<file path="config.mk">
export PLATFORM = sky130hd
export DESIGN_NAME = sdram_cmd_monitor
export DESIGN_NICKNAME = d
export VERILOG_FILES = /design/src/rtl/sdram_mon_pkg.sv /design/src/rtl/sdram_cmd_decode.sv /design/src/rtl/sdram_bank_timer.sv /design/src/rtl/sdram_cmd_monitor.sv
export SDC_FILE = /design/constraint.sdc
export NUM_CORES = 1
export LEC_CHECK = 0
export BUFFER_PORTS_ARGS = -buffer_cell sky130_fd_sc_hd__buf_2
export CAP_MARGIN = 25
export CORE_ASPECT_RATIO = 2
export CORE_UTILIZATION = 50
export DETAILED_ROUTE_END_ITERATION = 12
export PLACE_DENSITY = 0.68
export SYNTH_ARGS = -nofsm -noshare
export SYNTH_HDL_FRONTEND = slang
export SYNTH_SLANG_ARGS = --single-unit
</file>
<file path="constraint.sdc">
create_clock -name clk -period 2.7 [get_ports clk]
set_clock_uncertainty 0.15 [all_clocks]
set_input_delay 0.405 -clock clk [delete_from_list [all_inputs] [get_ports clk]]
set_output_delay 0.405 -clock clk [all_outputs]
set_load 0.1 [all_outputs]
</file>
<file path="src/rtl/sdram_mon_pkg.sv">
package sdram_mon_pkg;

  typedef enum logic [3:0] {
    CMD_NOP, CMD_MRS, CMD_REF, CMD_SREF, CMD_ACT,
    CMD_RD, CMD_WR, CMD_PRE, CMD_BST
  } cmd_e;

  typedef enum logic [3:0] {
    ERR_NONE     = 4'd0,
    ERR_MRD      = 4'd1,
    ERR_MRS_BUSY = 4'd2,
    ERR_REF_BUSY = 4'd3,
    ERR_COL_IDLE = 4'd4,
    ERR_ACT_OPEN = 4'd5,
    ERR_RCD      = 4'd6,
    ERR_RAS      = 4'd7,
    ERR_RP       = 4'd8,
    ERR_RRD      = 4'd9,
    ERR_WR       = 4'd10,
    ERR_AP_LOCK  = 4'd11
  } err_e;

  // A spacing of n clocks becomes a counter loaded with n-1 at the first
  // command; the second command is legal once the counter reads zero.
  function automatic int gap_load(input int n);
    return (n > 1) ? n - 1 : 0;
  endfunction

  // Clocks from a write command to the earliest legal precharge.
  function automatic int wr_recover_clks(input int bl, input int twr);
    return bl - 1 + twr;
  endfunction

  // Clocks from an auto-precharging column command to the next activate.
  function automatic int ap_reopen_clks(input bit is_wr, input int bl,
                                        input int twr, input int trp);
    return is_wr ? (bl - 1 + twr + trp) : (bl + trp);
  endfunction

endpackage

</file>
<file path="src/rtl/sdram_cmd_decode.sv">
module sdram_cmd_decode
  import sdram_mon_pkg::*;
(
  input  logic cke_prev,
  input  logic cke,
  input  logic cs_n,
  input  logic ras_n,
  input  logic cas_n,
  input  logic we_n,
  output cmd_e cmd
);

  always_comb begin
    cmd = CMD_NOP;
    if (cke_prev && !cs_n) begin
      unique case ({ras_n, cas_n, we_n})
        3'b000:  cmd = CMD_MRS;
        3'b001:  cmd = cke ? CMD_REF : CMD_SREF;
        3'b011:  cmd = CMD_ACT;
        3'b101:  cmd = CMD_RD;
        3'b100:  cmd = CMD_WR;
        3'b010:  cmd = CMD_PRE;
        3'b110:  cmd = CMD_BST;
        default: cmd = CMD_NOP;
      endcase
    end
  end

endmodule

</file>
<file path="src/rtl/sdram_bank_timer.sv">
module sdram_bank_timer
  import sdram_mon_pkg::*;
#(
  parameter int T_RCD     = 2,
  parameter int T_RAS     = 5,
  parameter int T_RP      = 2,
  parameter int T_WR      = 2,
  parameter int BURST_LEN = 4,
  parameter int CW        = 5
) (
  input  logic clk,
  input  logic rst_n,
  input  logic do_act,
  input  logic do_pre,
  input  logic do_rd,
  input  logic do_wr,
  input  logic auto_pre,
  output logic active,
  output logic rcd_busy,
  output logic ras_busy,
  output logic rp_busy,
  output logic wr_busy
);

  localparam logic [CW-1:0] L_RCD = CW'(gap_load(T_RCD));
  localparam logic [CW-1:0] L_RAS = CW'(gap_load(T_RAS));
  localparam logic [CW-1:0] L_RP  = CW'(gap_load(T_RP));
  localparam logic [CW-1:0] L_WR  = CW'(gap_load(wr_recover_clks(BURST_LEN, T_WR)));
  localparam logic [CW-1:0] L_APR = CW'(gap_load(ap_reopen_clks(1'b0, BURST_LEN, T_WR, T_RP)));
  localparam logic [CW-1:0] L_APW = CW'(gap_load(ap_reopen_clks(1'b1, BURST_LEN, T_WR, T_RP)));

  logic          open_q;
  logic [CW-1:0] rcd_q, ras_q, rp_q, wr_q;

  function automatic logic [CW-1:0] dn(input logic [CW-1:0] v);
    return (v == '0) ? v : v - 1'b1;
  endfunction

  always_ff @(posedge clk or negedge rst_n) begin
    if (!rst_n) begin
      open_q <= 1'b0;
      rcd_q  <= '0;
      ras_q  <= '0;
      rp_q   <= '0;
      wr_q   <= '0;
    end else begin
      rcd_q <= dn(rcd_q);
      ras_q <= dn(ras_q);
      rp_q  <= dn(rp_q);
      wr_q  <= dn(wr_q);
      if (do_act) begin
        open_q <= 1'b1;
        rcd_q  <= L_RCD;
        ras_q  <= L_RAS;
        wr_q   <= '0;
      end else if (do_pre && open_q) begin
        open_q <= 1'b0;
        rp_q   <= L_RP;
      end else if ((do_rd || do_wr) && open_q) begin
        if (do_wr) wr_q <= L_WR;
        if (auto_pre) begin
          open_q <= 1'b0;
          rp_q   <= do_wr ? L_APW : L_APR;
        end
      end
    end
  end

  assign active   = open_q;
  assign rcd_busy = (rcd_q != '0);
  assign ras_busy = (ras_q != '0);
  assign rp_busy  = (rp_q  != '0);
  assign wr_busy  = (wr_q  != '0);

endmodule

</file>
<file path="src/rtl/sdram_cmd_monitor.sv">
module sdram_cmd_monitor
  import sdram_mon_pkg::*;
#(
  parameter int BANK_BITS = 2,
  parameter int T_RCD     = 2,
  parameter int T_RAS     = 5,
  parameter int T_RP      = 2,
  parameter int T_RRD     = 2,
  parameter int T_MRD     = 2,
  parameter int T_WR      = 2,
  parameter int BURST_LEN = 4
) (
  input  logic                 clk,
  input  logic                 rst_n,
  input  logic                 cke,
  input  logic                 cs_n,
  input  logic                 ras_n,
  input  logic                 cas_n,
  input  logic                 we_n,
  input  logic [BANK_BITS-1:0] ba,
  input  logic                 a10,
  output logic                 viol_o,
  output logic [3:0]           code_o
);

  localparam int NB   = 1 << BANK_BITS;
  localparam int MAXC = BURST_LEN + T_WR + T_RP + T_RAS + T_RCD + T_RRD + T_MRD;
  localparam int CW   = $clog2(MAXC + 1);

  localparam logic [CW-1:0] L_MRD = CW'(gap_load(T_MRD));
  localparam logic [CW-1:0] L_RRD = CW'(gap_load(T_RRD));
  localparam logic [CW-1:0] L_APB = CW'(gap_load(BURST_LEN));

  logic cke_prev;
  cmd_e cmd;

  always_ff @(posedge clk or negedge rst_n) begin
    if (!rst_n) cke_prev <= 1'b1;
    else        cke_prev <= cke;
  end

  sdram_cmd_decode u_dec (
    .cke_prev (cke_prev),
    .cke      (cke),
    .cs_n     (cs_n),
    .ras_n    (ras_n),
    .cas_n    (cas_n),
    .we_n     (we_n),
    .cmd      (cmd)
  );

  // Named decode events, also watched by the checker.
  logic          cmd_live, cmd_act, cmd_col, cmd_pre, cmd_ref;
  logic [NB-1:0] bank_sel, pre_mask;
  logic [NB-1:0] bank_active, rcd_busy, ras_busy, rp_busy, wr_busy;
  logic          sel_active;

  assign cmd_live = (cmd != CMD_NOP);
  assign cmd_act  = (cmd == CMD_ACT);
  assign cmd_col  = (cmd == CMD_RD) || (cmd == CMD_WR);
  assign cmd_pre  = (cmd == CMD_PRE);
  assign cmd_ref  = (cmd == CMD_REF) || (cmd == CMD_SREF);
  assign bank_sel = NB'(1) << ba;
  assign pre_mask = a10 ? {NB{1'b1}} : bank_sel;

  for (genvar g = 0; g < NB; g++) begin : g_bank
    sdram_bank_timer #(
      .T_RCD     (T_RCD),
      .T_RAS     (T_RAS),
      .T_RP      (T_RP),
      .T_WR      (T_WR),
      .BURST_LEN (BURST_LEN),
      .CW        (CW)
    ) u_bank (
      .clk      (clk),
      .rst_n    (rst_n),
      .do_act   (cmd_act && bank_sel[g]),
      .do_pre   (cmd_pre && pre_mask[g]),
      .do_rd    ((cmd == CMD_RD) && bank_sel[g]),
      .do_wr    ((cmd == CMD_WR) && bank_sel[g]),
      .auto_pre (a10),
      .active   (bank_active[g]),
      .rcd_busy (rcd_busy[g]),
      .ras_busy (ras_busy[g]),
      .rp_busy  (rp_busy[g]),
      .wr_busy  (wr_busy[g])
    );
  end

  assign sel_active = |(bank_active & bank_sel);

  // Device-wide spacing counters.
  logic [CW-1:0] mrd_q, rrd_q, apb_q;
  logic          mrd_busy, rrd_busy, apb_busy;

  always_ff @(posedge clk or negedge rst_n) begin
    if (!rst_n) begin
      mrd_q <= '0;
      rrd_q <= '0;
      apb_q <= '0;
    end else begin
      mrd_q <= (cmd == CMD_MRS) ? L_MRD : (mrd_busy ? mrd_q - 1'b1 : mrd_q);
      rrd_q <= cmd_act ? L_RRD : (rrd_busy ? rrd_q - 1'b1 : rrd_q);
      apb_q <= (cmd_col && a10 && sel_active) ? L_APB
             : (apb_busy ? apb_q - 1'b1 : apb_q);
    end
  end

  assign mrd_busy = (mrd_q != '0);
  assign rrd_busy = (rrd_q != '0);
  assign apb_busy = (apb_q != '0);

  err_e err_now;

  always_comb begin
    err_now = ERR_NONE;
    if (cmd_live && mrd_busy) begin
      err_now = ERR_MRD;
    end else if (cmd == CMD_MRS) begin
      if (|bank_active) err_now = ERR_MRS_BUSY;
    end else if (cmd_ref) begin
      if (|bank_active) err_now = ERR_REF_BUSY;
    end else if (cmd_act) begin
      if (sel_active)                 err_now = ERR_ACT_OPEN;
      else if (|(rp_busy & bank_sel)) err_now = ERR_RP;
      else if (rrd_busy)              err_now = ERR_RRD;
    end else if (cmd_col) begin
      if (!sel_active)                 err_now = ERR_COL_IDLE;
      else if (apb_busy)               err_now = ERR_AP_LOCK;
      else if (|(rcd_busy & bank_sel)) err_now = ERR_RCD;
    end else if (cmd_pre) begin
      if (|(pre_mask & bank_active & ras_busy))     err_now = ERR_RAS;
      else if (|(pre_mask & bank_active & wr_busy)) err_now = ERR_WR;
    end
  end

  always_ff @(posedge clk or negedge rst_n) begin
    if (!rst_n) begin
      viol_o <= 1'b0;
      code_o <= ERR_NONE;
    end else begin
      viol_o <= (err_now != ERR_NONE);
      code_o <= err_now;
    end
  end

endmodule

</file>
## Yosys cells after proc, flatten, opt, wreduce, memory -nomap -nowiden

Cells that the tools add are included.

| operators by class | value |
|---|---|
| $add $sub $neg | 19 |
| eq/ne operators | 21 |
| shifts and indexed selects | 1 |
| muxes and demuxes | 99 |
| bitwise logic cells | 6 |
| reductions and logical operators | 94 |

Operators by type and width:

| cell | count |
|---|---|
| 5-bit 2-to-1 mux | 62 |
| 5-bit nonzero test | 19 |
| 5-bit by 1-bit subtractor with 5-bit output (second input constant) | 19 |
| 5-bit logical NOT | 16 |
| 4-bit 2-to-1 mux | 15 |
| 1-bit logical AND | 28 |
| 4-bit case mux with 7 select lines | 1 |
| 4-bit AND | 6 |
| 3-bit nonzero test | 8 |
| 4-bit OR reduction | 6 |
| 4-bit by 3-bit equality test with 1-bit output (second input constant) | 4 |
| 2-bit by 1-bit inequality test with 1-bit output (second input constant) | 8 |
| 1-bit 2-to-1 mux | 14 |
| 2-bit 2-to-1 mux | 6 |
| 3-bit equality test (second input constant) | 3 |
| 4-bit by 2-bit equality test with 1-bit output (second input constant) | 2 |
| 2-bit AND reduction | 4 |
| 4-bit nonzero test | 2 |
| 3-bit by 2-bit equality test with 1-bit output (second input constant) | 2 |
| 1-bit logical OR | 6 |
| 2-bit nonzero test | 3 |
| 4-bit by 1-bit equality test with 1-bit output (second input constant) | 1 |
| 1-bit by 2-bit left shift with 4-bit output (first input constant) | 1 |
| 3-bit by 1-bit equality test with 1-bit output (second input constant) | 1 |
| other kinds (3) | 3 |

| word-level totals | value |
|---|---|
| register bits | 105 |
| bits of input ports | 10 |

## Logic depth before layout (Yosys ltp)

| depth | value |
|---|---|
| depth in word-level cells | 14 |
| mapped depth | 9 |
| gate-level depth less buffers | 8 |

## By module

A second synthesis with hierarchy kept.

| second synthesis, totals | value |
|---|---|
| cell total of the unflattened synthesis | 626 |
| area total of the unflattened synthesis | 5,987.0 µm² |

By module, submodules not included:

| module | instances | cells each | area an instance (µm²) |
|---|---|---|---|
| sdram_bank_timer | 4 | 109 | 1,102.3 |
| sdram_cmd_monitor | 1 | 178 | 1,501.4 |
| sdram_cmd_decode | 1 | 12 | 76.3 |

## Worst setup path before layout

No wires, ideal clock.

| timing | value |
|---|---|
| kind | register to register |
| from | reg g_bank[1].u_bank.ras_q[0] |
| to | reg viol_o |
| library setup time | 0.138 ns |
| data arrival time | 2.152 ns |
| slack | 0.260 ns |
| stages on the path, launching flop included | 10 |
| clock period less this slack | 2.440 ns |
| cell sequence | dfrtp_1 inv_1 ha_1 or4b_1 buf_2 o211ai_2 a41oi_2 o221ai_2 o211ai_2 or4_1 |

| on the way | value |
|---|---|
| word-level cells in the longest chain between the ends | 11 |

RTL lines:

| item | RTL line | text |
|---|---|---|
| start, declared | sdram_bank_timer.sv:33 | `logic [CW-1:0] rcd_q, ras_q, rp_q, wr_q;` |
| start signal, assigned | sdram_bank_timer.sv:48 | `ras_q <= dn(ras_q);` |
| 5-bit nonzero test | sdram_bank_timer.sv:71 | `assign ras_busy = (ras_q != '0);` |
| 4-bit AND | sdram_cmd_monitor.sv:132 | `if (\|(pre_mask & bank_active & ras_busy)) err_now = ERR_RAS;` |
| 4-bit OR reduction | sdram_cmd_monitor.sv:132 |  |
| 4-bit 2-to-1 mux | sdram_cmd_monitor.sv:132 |  |
| 4-bit 2-to-1 mux | sdram_cmd_monitor.sv:131 | `end else if (cmd_pre) begin` |
| 4-bit 2-to-1 mux | sdram_cmd_monitor.sv:127 | `end else if (cmd_col) begin` |
| 4-bit 2-to-1 mux | sdram_cmd_monitor.sv:123 | `end else if (cmd_act) begin` |
| 4-bit 2-to-1 mux | sdram_cmd_monitor.sv:121 | `end else if (cmd_ref) begin` |
| 4-bit 2-to-1 mux | sdram_cmd_monitor.sv:119 | `end else if (cmd == CMD_MRS) begin` |
| 4-bit 2-to-1 mux | sdram_cmd_monitor.sv:117 | `if (cmd_live && mrd_busy) begin` |
| net err_now[0] | sdram_cmd_monitor.sv:113 | `err_e err_now;` |
| 4-bit nonzero test | sdram_cmd_monitor.sv:142 | `viol_o <= (err_now != ERR_NONE);` |
| end signal, assigned | sdram_cmd_monitor.sv:142 |  |
| end, declared | sdram_cmd_monitor.sv:22 | `output logic viol_o,` |

The timed path passes the listed nets, and every way through them passes these cells.
A chain may end at the register's enable or synchronous reset.

## Final worst setup path

| timing | value |
|---|---|
| from | reg g_bank[0].u_bank.ras_q[0] |
| to | reg viol_o |

| on the way | value |
|---|---|
| word-level cells in the longest chain between the ends | 11 |

RTL lines:

| item | RTL line |
|---|---|
| start, declared | sdram_bank_timer.sv:33 |
| start signal, assigned | sdram_bank_timer.sv:48 |
| 5-bit nonzero test | sdram_bank_timer.sv:71 |
| 4-bit AND | sdram_cmd_monitor.sv:132 |
| 4-bit OR reduction | sdram_cmd_monitor.sv:132 |
| 4-bit 2-to-1 mux | sdram_cmd_monitor.sv:132 |
| 4-bit 2-to-1 mux | sdram_cmd_monitor.sv:131 |
| 4-bit 2-to-1 mux | sdram_cmd_monitor.sv:127 |
| 4-bit 2-to-1 mux | sdram_cmd_monitor.sv:123 |
| 4-bit 2-to-1 mux | sdram_cmd_monitor.sv:121 |
| 4-bit 2-to-1 mux | sdram_cmd_monitor.sv:119 |
| 4-bit 2-to-1 mux | sdram_cmd_monitor.sv:117 |
| net err_now[0] | sdram_cmd_monitor.sv:113 |
| 4-bit nonzero test | sdram_cmd_monitor.sv:142 |

The timed path passes the listed nets, and every way through them passes these cells.

==> results.yml <==
outcome:
  status: "finished clean"
route:
  drt-initial-drc-count: 297
  wl_per_cell_um: 15.7
  drc_errors: 0
  vias_per_cell: 5.65
  drt_pass1_iterations: 5
  vias: 4621
  finalWirelength_um: 12800
  ant_nets: 0
global_routing:
  grt.met1_usage_pct: 23.3
  grtUsageTotal_pct: 22.7
  grt_pass1_vias: 4826
  grt.overflow.total: 0
  antenna_found_initial: 0
  use_met2_pct: 43.8
  grt_start_max_net_pins: 49
  grt_pass1_wl_um: 21800
  top_usage_layer: "met2"
  grt_use_met3_pct: 3.87
floorplan:
  die-height_um: 155
  num_rows: 55
  initial_core_util_pct: 51.5
  ios: 15
  die_x_um: 78.5
  dieArea_um2: 12200
  core_um2: 11400
timing:
  maxSlewViolCount: 0
  hold_viol_final: 0
  fin_crit_sh_pct: 96.5
  finalSetupViolCount: 0
  worstMarginPinSlew_ns: 0.717
  relSlewSlack_pct: 51.6
  fmax_mhz: 384
  fin_setup_tns_ns: 0
  min_period_ns: 2.61
  rsz0062_at_grt: "yes"
clocking:
  clkLatencyLatePin_ns: 0.35
  cts.sinks: 105
  cts_made_buffers: 9
  cts_tree: "yes"
  clk_pin_slew_worst_paths_ns: 0.07
  htreeDepth: 3
  root_buffer: "clkbuf_16"
  ctsLongestPathBuffers: 2
final_layout:
  layout.nets: 717
  multiInputGateArea_um2: 3040
  final_cells: 818
  antenna_cells: 0
  nFillCells: 986
  drive_above_1_share_pct: 14.2
  area_delta_synth_final_pct: 14.7
  ff_latch_area_um2: 2630
critical_path:
  required_ns: 2.77
  end_kind: "flop"
  path_cells: "inv_2, ha_4, or4b_4, o211ai_1, a41oi_4, o221ai_2, o211ai_2, or4_1"
  crit_type: "flop to flop"
  critical-path-slowest-cell: "or4_1"
  arrival_ns: 2.68
  critPathLaunchType: "flop"
  critPathTopFamily: "simple AND/OR/NAND/NOR gates"
  slowest_delay_ns: 0.51
  crit_buf_inv: 1
  cp_max_fo: 3
yosys:
  ys_types: 55
  syn_avg_cell_area_um2: 9.41
  ys.flop_type: "dfrtp_1"
  synthSimpleGateAreaFrac_pct: 24.5
  ys_ff_latch: 105
  synth_top_family_by_area: "simple AND/OR/NAND/NOR gates"
  synth_fa_ha_area_share_pct: 7.70
  synth_edf_count: 0
  synthArstFlopShare_pct: 100
  synth_nets: 668
  syn_inst: 622
  seq_area_frac_synth_pct: 44.9
  synth_xor_area_share_pct: 6.43
  syn_area_um2: 5850
  synth_compound_area_share_pct: 10.9
  yosys_warnings: 0
  muxShareOfSynthArea_pct: 1.45
pwr:
  totalPowerFinal_mw: 7.78
  leakagePower_nw: 2.98
  powerDensity_nw_per_um2: 1160
  vdd_drop_max_mv: 0.543
flow_run:
  max_cap_violations: 0
placed_design:
  hpwlAfterDp_um: 9540
  dp.cells: 790
  port_buffers: 14
  place_congestion: 0.901
worst_hold_path:
  hp-class: "input port to flop"
-- layout make-up --
cell class                 count  share of cell area (%)
clock buffer                  13                    4.17
clock inverter                 3                   0.690
inverter                      43                    2.40
sequential                   105                    39.2
tap                          142                    2.65
multi-input combinational    460                    45.3
timing repair buffer          52                    5.59
-- layout by cell type, fill, tap and decap left out, types with 2 or more instances in the layout --
cell / count
a211oi_1: 15
or3_1: 15
mux2i_1: 4
nand3b_1: 4
o21ai_0: 27
nor2b_1: 5
ha_1: 33
inv_1: 38
nand2_1: 55
and3_1: 6
nor4b_2: 4
nor3b_1: 3
nand2b_1: 6
o31ai_1: 2
xor2_1: 4
clkbuf_16: 9
nor3_1: 29
buf_4: 36
o211ai_1: 6
buf_2: 13
dlygate4sd3_1: 2
o211ai_2: 2
or4_1: 3
inv_2: 5
xnor2_1: 39
and2_1: 4
or4b_1: 7
clkbuf_8: 4
nand3_1: 12
nor4_1: 10
nor4b_1: 9
a21oi_1: 29
o21a_1: 7
nor2_1: 90
or4b_4: 4
ha_4: 2
mux2_2: 2
dfrtp_1: 104
-- kinds of logic after synthesis --
| family | Yosys count |
|---|---|
| AO/OA/AOI/OAI | 100 |
| XOR/XNOR | 43 |
| adder cells (fa/ha/maj) | 36 |
| buffers and inverters | 57 |
| flip-flops | 105 |
| multiplexers | 7 |
| AND/OR/NAND/NOR | 274 |
-- final timing paths --
check	endpoint	cells past startpoint	slack, ns	start
max in group asynchronous	g_bank[2].u_bank.ras_q[3]	3	1.29	rst_n
worst max register to register	viol_o	8	0.09	g_bank[0].u_bank.ras_q[0]
min in group asynchronous	mrd_q[3]	2	0.37	rst_n
worst min-delay path	mrd_q[2]	3	0.24	ras_n
worst max-delay path	viol_o	8	0.09	g_bank[0].u_bank.ras_q[0]
worst min register to register	mrd_q[4]	1	0.36	mrd_q[4]
-- timing repair --
item                                   CTS  global route
resized for setup                        0            15
endpoints found under the hold margin   30             0
setup endpoints to repair                0             1
buffers inserted                         0            10
hold buffers                             2             0
-- synth_stat cells (all sizes together), types with 2 or more instances --
cell type / number / area share (%)
o211ai: 8 / 1.2
or4: 3 / 0.38
and2: 4 / 0.43
nand2b: 6 / 0.64
nor4: 10 / 1.1
nor2: 90 / 5.8
o31ai: 2 / 0.26
a21oi: 29 / 2.5
o21a: 7 / 0.90
or4b: 11 / 2.0
clkbuf: 6 / 0.41
nor3: 30 / 2.7
or3: 16 / 1.7
nor3b: 3 / 0.38
and3: 6 / 0.64
xnor2: 39 / 5.8
xor2: 4 / 0.60
mux2: 2 / 0.38
mux2i: 4 / 0.68
a211oi: 15 / 1.9
o21ai: 27 / 2.3
nand3: 13 / 1.1
nor2b: 5 / 0.53
nand2: 55 / 3.5
nand3b: 5 / 0.71
dfrtp: 104 / 44
o22ai: 2 / 0.21
inv: 43 / 2.8
ha: 36 / 7.7
nor4b: 13 / 2.4
a41oi: 2 / 0.43
buf: 8 / 0.90
-- through the flow --
step | setup WS [ns] | cell area [um2] | util, % | hold WS, ns
finish | 0.0945 | 6710 | 59.1 | 0.244
global route | -0.0269 | 6710 | 59.1 | 0.256
CTS | 0.0705 | 6580 | 58.0 | 0.238
detailed placement | 0.0858 | 6230 | 54.9 | 0.217
global placement | 0.190 | 6230 | 54.9 | 0.210
floorplan | 0.260 | 5850 | - | -0.0406
-- layer usage --
layer,vias to the layer above,part of all wire (%)
met5,-,0
met4,0,2.7
met3,26,2.3
met2,59,56
met1,2280,39
li1,2256,-
-- registers in the layout, indices dropped and copies added (netlist names), 5 cells and up --
name and cells:
apb_q 5, g_bank.u_bank.ras_q 20, g_bank.u_bank.rcd_q 20, g_bank.u_bank.rp_q 20, g_bank.u_bank.wr_q 20, mrd_q 5
rrd_q 5
-- power breakdown --
part,switching (mW),internal (mW)
registers,0.719,2.36
logic,1.66,1.64
clock network,0.589,0.822
-- worst reg2reg max path, delay by kind of cell (launching register included) --
kind / cells / cell delay [ns]
AO/OA/AOI/OAI: 4 / 0.70
adder cells (fa/ha/maj): 1 / 0.14
buffers and inverters: 1 / 0.10
flip-flops: 1 / 0.40
AND/OR/NAND/NOR: 2 / 0.98
Note: power is estimated with default switching activity, not from simulation.
